$ cat config.mk
export PLATFORM = sky130hd
export DESIGN_NAME = bootseq_top
export DESIGN_NICKNAME = d
export VERILOG_FILES = /design/src/rtl/bootseq_pkg.sv /design/src/rtl/bootseq_cnt.sv /design/src/rtl/bootseq_cfgreg.sv /design/src/rtl/bootseq_fsm.sv /design/src/rtl/bootseq_top.sv
export SDC_FILE = /design/constraint.sdc
export NUM_CORES = 1
export LEC_CHECK = 0
export ABC_AREA = 1
export ABC_CLOCK_PERIOD_IN_PS = 7770
export CORE_MARGIN = 2
export CORE_UTILIZATION = 45
export DETAILED_ROUTE_END_ITERATION = 6
export PLACE_DENSITY = 0.68
export SYNTH_ARGS = -nofsm -noshare
export SYNTH_HDL_FRONTEND = slang
export SYNTH_SLANG_ARGS = --single-unit
$ cat constraint.sdc
create_clock -name clk -period 7.77 [get_ports clk]
set_input_delay 1.554 -clock clk [delete_from_list [all_inputs] [get_ports clk]]
set_output_delay 1.554 -clock clk [all_outputs]
set_load 0.03 [all_outputs]
$ cat src/rtl/bootseq_pkg.sv
`timescale 1ns/1ps
// Shared types of the start-up sequencer.
// Assumes: phase codes are visible at the top ports and must stay fixed.
package bootseq_pkg;

    typedef enum logic [3:0] {
        PH_RST     = 4'd0,
        PH_SETTLE  = 4'd1,
        PH_SCAN    = 4'd2,
        PH_CFGRD   = 4'd3,
        PH_WAIT    = 4'd4,
        PH_REFR    = 4'd5,
        PH_REFIDLE = 4'd6,
        PH_HOLD    = 4'd7,
        PH_BOOT    = 4'd8
    } phase_e;

    typedef enum logic [1:0] {
        BOOT_NONE = 2'b00,
        BOOT_ROM  = 2'b01,
        BOOT_LINK = 2'b10
    } boot_e;

    // Larger of two values, used to size the shared counter.
    function automatic int unsigned max_u(int unsigned a, int unsigned b);
        return (a > b) ? a : b;
    endfunction

endpackage

$ cat src/rtl/bootseq_cnt.sv
`timescale 1ns/1ps
// Shared phase counter: counts increments up to a supplied last value.
// Assumes: the owner clears it on every phase exit, and the last value
// is stable for the whole phase.
module bootseq_cnt #(
    parameter int CNT_W = 10
) (
    input  logic             clk,
    input  logic             rst_n,
    input  logic             clr_i,
    input  logic             inc_i,
    input  logic [CNT_W-1:0] last_i,
    output logic             at_last_o
);

    logic [CNT_W-1:0] cnt_q;

    // Count one step per increment; clear on phase exit or reset.
    always_ff @(posedge clk) begin
        if (!rst_n || clr_i) begin
            cnt_q <= '0;
        end else if (inc_i) begin
            cnt_q <= cnt_q + CNT_W'(1);
        end
    end

    assign at_last_o = (cnt_q == last_i);

    // the count never passes the limit of the current phase
    p_cnt_bound_r2: assert property (@(posedge clk) disable iff (!rst_n)
        cnt_q <= last_i)
        else $error("phase counter beyond its limit");

endmodule

$ cat src/rtl/bootseq_cfgreg.sv
`timescale 1ns/1ps
// Memory-configuration store: latches wait length, refresh length and
// refresh enable at the end of the configuration reads.
// Assumes: the stored values must survive a reset, so the data flops
// have no reset; only the update strobe is reset.
module bootseq_cfgreg #(
    parameter int WAIT_W   = 8,
    parameter int REFLEN_W = 6
) (
    input  logic                clk,
    input  logic                rst_n,
    input  logic                load_i,
    input  logic [WAIT_W-1:0]   wait_len_i,
    input  logic [REFLEN_W-1:0] ref_len_i,
    input  logic                ref_en_i,
    output logic [WAIT_W-1:0]   wait_len_o,
    output logic [REFLEN_W-1:0] ref_len_o,
    output logic                ref_en_o,
    output logic                upd_o
);

    logic [WAIT_W-1:0]   wait_q;
    logic [REFLEN_W-1:0] rlen_q;
    logic                ren_q;
    logic                upd_q;

    // Capture the configuration when the read burst completes.
    always_ff @(posedge clk) begin
        if (load_i) begin
            wait_q <= wait_len_i;
            rlen_q <= ref_len_i;
            ren_q  <= ref_en_i;
        end
    end

    // One-cycle strobe after each capture.
    always_ff @(posedge clk) begin
        if (!rst_n) begin
            upd_q <= 1'b0;
        end else begin
            upd_q <= load_i;
        end
    end

    assign wait_len_o = wait_q;
    assign ref_len_o  = rlen_q;
    assign ref_en_o   = ren_q;
    assign upd_o      = upd_q;

    // the stored configuration changes only when loaded
    p_cfg_keep_r10: assert property (@(posedge clk) disable iff (!rst_n)
        !load_i |=> ($stable(wait_q) && $stable(rlen_q) && $stable(ren_q)))
        else $error("configuration changed without a load");

    // the update strobe lasts one cycle
    p_upd_pulse_r5: assert property (@(posedge clk) disable iff (!rst_n)
        upd_q |=> !upd_q)
        else $error("update strobe longer than one cycle");

endmodule

$ cat src/rtl/bootseq_fsm.sv
`timescale 1ns/1ps
// Phase sequencer: walks settle, scan, config read, wait and refresh
// (or idle), then boot; the analyse path goes through a hold instead.
// Assumes: rst_n is synchronous; the counter is cleared on each exit.
module bootseq_fsm
    import bootseq_pkg::*;
#(
    parameter int SETTLE_CYC = 144,
    parameter int SCAN_CYC   = 144,
    parameter int CFG_READS  = 36,
    parameter int REF_BURST  = 8,
    parameter int WAIT_W     = 8,
    parameter int REFLEN_W   = 6,
    parameter int CNT_W      = 10
) (
    input  logic                clk,
    input  logic                rst_n,
    input  logic                analyse_i,
    input  logic                boot_rom_i,
    input  logic                ack_i,
    input  logic                at_last_i,
    input  logic [WAIT_W-1:0]   wait_len_i,
    input  logic [REFLEN_W-1:0] ref_len_i,
    input  logic                ref_en_i,
    output phase_e              phase_o,
    output logic                cnt_clr_o,
    output logic                cnt_inc_o,
    output logic [CNT_W-1:0]    cnt_last_o,
    output logic                cfg_load_o,
    output logic                link_hold_o,
    output logic                flag_clr_o,
    output boot_e               boot_o
);

    phase_e           state_q, state_d;
    boot_e            boot_q;
    logic             hold_q;
    logic             fclr_q;
    logic             adv;
    logic [CNT_W-1:0] wait_last;
    logic [CNT_W-1:0] ref_eff;
    logic [CNT_W-1:0] idle_last;

    // Zero lengths are clamped to one cycle.
    assign wait_last = (wait_len_i == '0) ? '0 : (CNT_W'(wait_len_i) - CNT_W'(1));
    assign ref_eff   = (ref_len_i == '0) ? CNT_W'(1) : CNT_W'(ref_len_i);
    assign idle_last = (CNT_W'(REF_BURST) * ref_eff) - CNT_W'(1);

    // Pick the counter limit and increment source for the current phase.
    always_comb begin
        cnt_last_o = '0;
        cnt_inc_o  = 1'b0;
        unique case (state_q)
            PH_SETTLE: begin
                cnt_last_o = CNT_W'(SETTLE_CYC - 1);
                cnt_inc_o  = 1'b1;
            end
            PH_SCAN: begin
                cnt_last_o = CNT_W'(SCAN_CYC - 1);
                cnt_inc_o  = 1'b1;
            end
            PH_CFGRD: begin
                cnt_last_o = CNT_W'(CFG_READS - 1);
                cnt_inc_o  = ack_i;
            end
            PH_WAIT: begin
                cnt_last_o = wait_last;
                cnt_inc_o  = 1'b1;
            end
            PH_REFR: begin
                cnt_last_o = CNT_W'(REF_BURST - 1);
                cnt_inc_o  = ack_i;
            end
            PH_REFIDLE: begin
                cnt_last_o = idle_last;
                cnt_inc_o  = 1'b1;
            end
            default: begin
                cnt_last_o = '0;
                cnt_inc_o  = 1'b0;
            end
        endcase
    end

    assign adv        = cnt_inc_o && at_last_i;
    assign cnt_clr_o  = adv;
    assign cfg_load_o = (state_q == PH_CFGRD) && adv;

    // Choose the next phase.
    always_comb begin
        state_d = state_q;
        unique case (state_q)
            PH_RST:     state_d = analyse_i ? PH_HOLD : PH_SETTLE;
            PH_SETTLE:  if (adv) state_d = PH_SCAN;
            PH_SCAN:    if (adv) state_d = PH_CFGRD;
            PH_CFGRD:   if (adv) state_d = PH_WAIT;
            PH_WAIT:    if (adv) state_d = ref_en_i ? PH_REFR : PH_REFIDLE;
            PH_REFR:    if (adv) state_d = PH_BOOT;
            PH_REFIDLE: if (adv) state_d = PH_BOOT;
            PH_HOLD:    if (!analyse_i) state_d = PH_BOOT;
            PH_BOOT:    state_d = PH_BOOT;
            default:    state_d = PH_RST;
        endcase
    end

    // Phase register; reset forces the reset phase.
    always_ff @(posedge clk) begin
        if (!rst_n) begin
            state_q <= PH_RST;
        end else begin
            state_q <= state_d;
        end
    end

    // Boot mode, chosen once on entry to boot.
    always_ff @(posedge clk) begin
        if (!rst_n) begin
            boot_q <= BOOT_NONE;
        end else if ((state_d == PH_BOOT) && (state_q != PH_BOOT)) begin
            boot_q <= boot_rom_i ? BOOT_ROM : BOOT_LINK;
        end
    end

    // Link hold follows the sampled reset.
    always_ff @(posedge clk) begin
        if (!rst_n) begin
            hold_q <= 1'b1;
        end else begin
            hold_q <= 1'b0;
        end
    end

    // Flag-clear strobe on a normal release only.
    always_ff @(posedge clk) begin
        if (!rst_n) begin
            fclr_q <= 1'b0;
        end else begin
            fclr_q <= (state_q == PH_RST) && !analyse_i;
        end
    end

    assign phase_o     = state_q;
    assign boot_o      = boot_q;
    assign link_hold_o = hold_q;
    assign flag_clr_o  = fclr_q;

    // the flag-clear strobe is a single cycle
    p_fclr_pulse_r9: assert property (@(posedge clk) disable iff (!rst_n)
        fclr_q |=> !fclr_q)
        else $error("flag clear longer than one cycle");

    // a chosen boot mode stays put
    p_boot_stable_r8: assert property (@(posedge clk) disable iff (!rst_n)
        (boot_q != BOOT_NONE) |=> $stable(boot_q))
        else $error("boot mode changed");

    // a boot mode exists only in the boot phase
    p_boot_phase_r8: assert property (@(posedge clk) disable iff (!rst_n)
        (boot_q != BOOT_NONE) |-> (state_q == PH_BOOT))
        else $error("boot mode outside boot phase");

    // the analyse hold only exits into boot
    p_hold_exit_r10: assert property (@(posedge clk) disable iff (!rst_n)
        (state_q == PH_HOLD) |=> (state_q inside {PH_HOLD, PH_BOOT}))
        else $error("analyse hold left to a wrong phase");

    // refresh cycles only with refresh enabled
    p_refr_en_r6: assert property (@(posedge clk) disable iff (!rst_n)
        (state_q == PH_REFR) |-> ref_en_i)
        else $error("refresh phase with refresh disabled");

    // idle replacement only with refresh disabled
    p_idle_dis_r7: assert property (@(posedge clk) disable iff (!rst_n)
        (state_q == PH_REFIDLE) |-> !ref_en_i)
        else $error("idle phase with refresh enabled");

endmodule

$ cat src/rtl/bootseq_top.sv
`timescale 1ns/1ps
// Start-up sequencer top: wires the phase sequencer, the shared counter
// and the configuration store, and decodes the request outputs.
// Assumes: mem_ack_i is a one-cycle strobe per completed memory cycle.
module bootseq_top
    import bootseq_pkg::*;
#(
    parameter int SETTLE_CYC = 144,
    parameter int SCAN_CYC   = 144,
    parameter int CFG_READS  = 36,
    parameter int REF_BURST  = 8,
    parameter int WAIT_W     = 8,
    parameter int REFLEN_W   = 6
) (
    input  logic                clk,
    input  logic                rst_n,
    input  logic                analyse_i,
    input  logic                boot_rom_i,
    input  logic                refresh_en_i,
    input  logic [WAIT_W-1:0]   wait_len_i,
    input  logic [REFLEN_W-1:0] ref_len_i,
    input  logic                mem_ack_i,
    output logic [3:0]          phase_o,
    output logic                cfg_rd_req_o,
    output logic                ref_req_o,
    output logic                cfg_upd_o,
    output logic                flag_clr_o,
    output logic                link_hold_o,
    output logic [1:0]          boot_sel_o
);

    localparam int unsigned LIM_MAX = max_u(max_u(SETTLE_CYC, SCAN_CYC),
        max_u(CFG_READS, max_u(2 ** WAIT_W, REF_BURST * (2 ** REFLEN_W))));
    localparam int CNT_W = $clog2(LIM_MAX + 1);

    phase_e                phase;
    boot_e                 boot;
    logic                  cnt_clr;
    logic                  cnt_inc;
    logic [CNT_W-1:0]      cnt_last;
    logic                  at_last;
    logic                  cfg_load;
    logic [WAIT_W-1:0]     wait_q;
    logic [REFLEN_W-1:0]   rlen_q;
    logic                  ren_q;

    bootseq_fsm #(
        .SETTLE_CYC(SETTLE_CYC), .SCAN_CYC(SCAN_CYC), .CFG_READS(CFG_READS),
        .REF_BURST(REF_BURST), .WAIT_W(WAIT_W), .REFLEN_W(REFLEN_W), .CNT_W(CNT_W)
    ) u_fsm (
        .clk(clk), .rst_n(rst_n), .analyse_i(analyse_i), .boot_rom_i(boot_rom_i),
        .ack_i(mem_ack_i), .at_last_i(at_last), .wait_len_i(wait_q),
        .ref_len_i(rlen_q), .ref_en_i(ren_q), .phase_o(phase),
        .cnt_clr_o(cnt_clr), .cnt_inc_o(cnt_inc), .cnt_last_o(cnt_last),
        .cfg_load_o(cfg_load), .link_hold_o(link_hold_o),
        .flag_clr_o(flag_clr_o), .boot_o(boot)
    );

    bootseq_cnt #(.CNT_W(CNT_W)) u_cnt (
        .clk(clk), .rst_n(rst_n), .clr_i(cnt_clr), .inc_i(cnt_inc),
        .last_i(cnt_last), .at_last_o(at_last)
    );

    bootseq_cfgreg #(.WAIT_W(WAIT_W), .REFLEN_W(REFLEN_W)) u_cfg (
        .clk(clk), .rst_n(rst_n), .load_i(cfg_load), .wait_len_i(wait_len_i),
        .ref_len_i(ref_len_i), .ref_en_i(refresh_en_i), .wait_len_o(wait_q),
        .ref_len_o(rlen_q), .ref_en_o(ren_q), .upd_o(cfg_upd_o)
    );

    assign phase_o      = phase;
    assign boot_sel_o   = boot;
    assign cfg_rd_req_o = (phase == PH_CFGRD);
    assign ref_req_o    = (phase == PH_REFR);

    // requests and boot modes are mutually exclusive
    p_excl_r12: assert property (@(posedge clk) disable iff (!rst_n)
        $onehot0({cfg_rd_req_o, ref_req_o, boot_sel_o}))
        else $error("overlapping request or boot outputs");

    // link hold only while in the reset phase
    p_link_run_r1: assert property (@(posedge clk) disable iff (!rst_n)
        (phase != PH_RST) |-> !link_hold_o)
        else $error("link hold outside reset");

    // the reset phase always holds the links
    p_link_rst_r1: assert property (@(posedge clk) disable iff (!rst_n)
        (phase == PH_RST) |-> link_hold_o)
        else $error("reset phase without link hold");

endmodule

==> summary.md <==
| Metric | Value |
|---|---|
| Area added between synthesis and finish | 21.6% |
| Dominant combinational cell family by area after synthesis | simple AND/OR/NAND/NOR gates |
| Maximum fanout along the worst path | 4 |
| DRC violation count after routing | 0 |
| Antenna viol nets, final | 0 |
| Total CTS buffers | 5 |
| Post-layout minimum cycle time | 3.45 ns |
| Sort of element at the end of the critical path | primary output |
| Fraction of layout cells with a size suffix above 1 | 0.150 |
| Type of the setup path with the least slack | reg -> out |
| Bufs on Longest Clock Path | 2 |
| Hold-fix buffers, CTS | 0 |
| Rel. slew slack | 0.649 |
| Adder-cell share of the synthesized area | 0.0228 |
| Slew Limit Fails | 0 |
| Largest delay contributor family on the critical path | buffers and inverters |
| Register area share after synthesis | 0.379 |
| Number of standard cells after synthesis | 295 |
| Crit path required time | 6.22 ns |
| Inserted Diodes | 0 |
| Vias after detailed routing | 1929 |
| Count of endpoints failing setup in the final report | 0 |
| Total area of multi-input combinational cells | 0.00118 mm2 |
| # H-tree levels | 2 |
| Most common cell type on the critical path | inv_1 |
| Leakage Power | 1.16 nW |
| Least-Margin Pin Slew | 0.527 ns |
| First-iteration detailed-routing DRC count | 106 |
| Fin util | 0.565 |
| Global route overflow | 0 |
| Core footprint | 0.00472 mm2 |
| Post-synthesis share of cell area spent on and, or, nand and nor gates | 0.410 |
| Detailed Route WL | 4630 um |
| XOR/XNOR Fraction of Synth Area | 0.0120 |
| Setup crit start kind | flop |
| Cell-by-cell trace of the critical path | inv_1 > nor2_2 > nand3_1 > inv_1 > clkdlybuf4s50_1 |
| Fraction of the mapped netlist area in compound gates | 0.0936 |
| Post-CTS Repair Setup Buffers | 0 |
| Number of placement rows | 25 |
| Routed length per instance | 11.6 um |
| Worst IR drop on VDD | 0.200 mV |
| Worst-path clk slew | 0.07 ns |
| Dominant synthesized flop cell | dfxtp_1 |
| Clock latency on the worst-skew pair | 0.29 ns |
| Netlist cell types | 32 |
| Die Area | 0.00545 mm2 |
| Setup repair after global routing missed its margin | no |
| Origin of the critical flop-to-flop path | u_cfg.ref_len_o[2] |
| Number of cells traversed by the worst register-to-register path | 15 |
| Min-Delay Startpoint | u_fsm.boot_o[1] |
| Number of vias per cell after detailed routing | 4.82 |
| TNS Setup | 0 ns |
| Post-synthesis instance area | 0.00219 mm2 |
| Final Wtd Congestion | 0.840 |
| Max_cap viols | 0 |
| Sum of buffers and inverters on the critical path | 3 |
| Flip-flop and latch area | 831 um2 |
| Worst flop-to-flop path endpoint | u_cfg.wait_len_o[3] |
| Highest Clock Rate | 290 MHz |
| CTS root buffer | clkbuf_8 |
| Largest net degree at the start of global routing | 16 |
| Height of the die | 73.8 um |
| Ports | 31 |
| Starting utilization of the core area | 0.464 |
| Final HPWL DP | 3620 um |
| Largest stage delay on the critical path | 0.68 ns |
| Slowest stage cell, crit path | clkdlybuf4s50_1 |
| Number of nets in the finished design | 356 |
| Post-synthesis sequential element count | 34 |
| Arrival time of the worst setup path | 1.90 ns |
| Total of fill cells in the finished design | 437 |
| Mean cell area of the mapped netlist | 7.44 um2 |
| Nets in the synthesized netlist | 319 |
| Pwr dens | 286 mW/mm2 |
| Post-Route Skew | 0.00885 ns |
| Width of the die | 73.8 um |
| Hold Path Depth | 2 |
| CTS sink cnt | 34 |
| Sink of the worst hold path | u_fsm.boot_o[1] |
| Hold violation total from the final report | 0 |
| Proportion of synthesized flip-flops having asynchronous set or reset | 0 |
| Yosys warning count | 0 |
| Post-cts repair resize count | 0 |
| Drt first pass iters | 4 |
| Global-route wire length before repair | 8090 um |
| Number of flops mapped to enable cells by yosys | 15 |
| Final clock period utilization by the worst path | 0.444 |
| Tot GR Track Use | 0.193 |
| Vias in the first global route | 1818 |
| Status | completed |
| Flop2flop setup slack | 4.43 ns |
| Hold/Removal Path Class | reg -> reg |
| Clock tree from TritonCTS | yes |
| Initial antenna violation count | 0 |
| Multiplexer share of the synthesized area | 0 |
| Number of port buffers | 30 |
cells in the mapped netlist (2+ instances only):
library cell | instances | area, um2
nand2_1 | 76 | 285
inv_1 | 42 | 158
nand3_1 | 28 | 140
nor2_1 | 23 | 86.3
dfxtp_1 | 19 | 380
a21oi_1 | 16 | 80.1
edfxtp_1 | 15 | 450
o21ai_0 | 11 | 55.1
nand2_2 | 8 | 50.1
nor2_4 | 6 | 67.6
inv_2 | 5 | 18.8
nand2_4 | 5 | 56.3
nor2_2 | 5 | 31.3
nor3_1 | 5 | 25.0
ha_1 | 4 | 50.1
nand4_1 | 4 | 25.0
nand3_4 | 3 | 52.6
xor2_1 | 3 | 26.3
a21oi_4 | 2 | 32.5
nor3_2 | 2 | 20.0
or2_2 | 2 | 12.5
how the worst max path moves through the flow:
stage	cells after the start	start	end
after CTS	5	u_fsm.phase_o[2]	ref_req_o
final	5	u_fsm.phase_o[2]	ref_req_o
after global placement	9	mem_ack_i	u_cfg.wait_len_o[4]
after global routing	15	u_cfg.ref_len_o[2]	u_cfg.ref_en_o
after floorplan	8	mem_ack_i	u_cfg.ref_en_o
after detailed placement	9	mem_ack_i	u_cfg.wait_len_o[1]
tightest hold or removal path, cell delays in order, from the launching register on:
cell and delay (ns):
dfxtp_1 0.31, nand2_1 0.07, a21oi_2 0.04
routing by layer:
metal  track usage  up-vias  wire, um
li1              -     1026         -
met1         0.252      868      2220
met2         0.323       30      2210
met3        0.0370        5       149
met4        0.0545        0        54
met5             0        -         0
per-stage QoR:
stage,hold WS (ns),setup WS (ns),power (W),cells,cell area [um2]
after global routing,0.489,4.14,0.000827,400,2670
after CTS,0.479,4.30,0.000768,400,2670
after floorplan,0.467,4.83,0.000543,295,2190
after detailed placement,0.465,4.07,0.000633,392,2580
final,0.472,4.32,0.000763,400,2670
after global placement,0.460,4.13,0.000630,392,2580
layout make-up:
cell class / instances / area share
Multi-Input combinational cell: 213 / 0.442
Tap cell: 67 / 0.0314
Clock buffer: 5 / 0.0258
Timing Repair Buffer: 30 / 0.113
Clock inverter: 3 / 0.00797
Inverter: 48 / 0.0685
Sequential cell: 34 / 0.311
report_power, final:
part	internal [W]	leakage, nW	switching (W)
Clock	0.0000629	0.0441	0.0000705
Sequential	0.000203	0.289	0.0000241
Combinational	0.000146	0.826	0.000256
cell families (layout without fill, tap and decap cells):
group,count (synthesis),in the layout
AOI/OAI and AO/OA,34,34
xor gates and xnor gates,3,3
adders and majority gates,4,4
buffers and inverters,48,86
DFF,34,34
and+or+nand+nor,172,172
state kept, by name (all words and copies together), names as in the netlist:
| name | flops |
|---|---|
| u_cnt.cnt_q | 10 |
| u_cfg.wait_len_o | 8 |
| u_cfg.ref_len_o | 6 |
| u_fsm.phase_o | 4 |
| u_fsm.boot_o | 2 |
| u_cfg.ref_en_o | 1 |
| u_cfg.upd_o | 1 |
| u_fsm.flag_clr_o | 1 |
| u_fsm.link_hold_o | 1 |
cells in the final DEF (no fill, tap or decap), types with 2 or more instances in the layout:
cell type         n
nor3_2            2
nor3_1            5
nand2_4           5
clkdlybuf4s50_1  30
ha_1              4
nand2_1          76
nor2_2            5
inv_2             5
xor2_1            3
clkbuf_8          5
nor2_1           23
nand2_2           8
a21oi_1          16
nand4_1           4
a21oi_4           2
or2_2             2
dfxtp_1          19
o21ai_0          11
nor2_4            6
edfxtp_1         15
nand3_1          28
inv_1            42
nand3_4           3
Power figures use the tool's default switching activity.
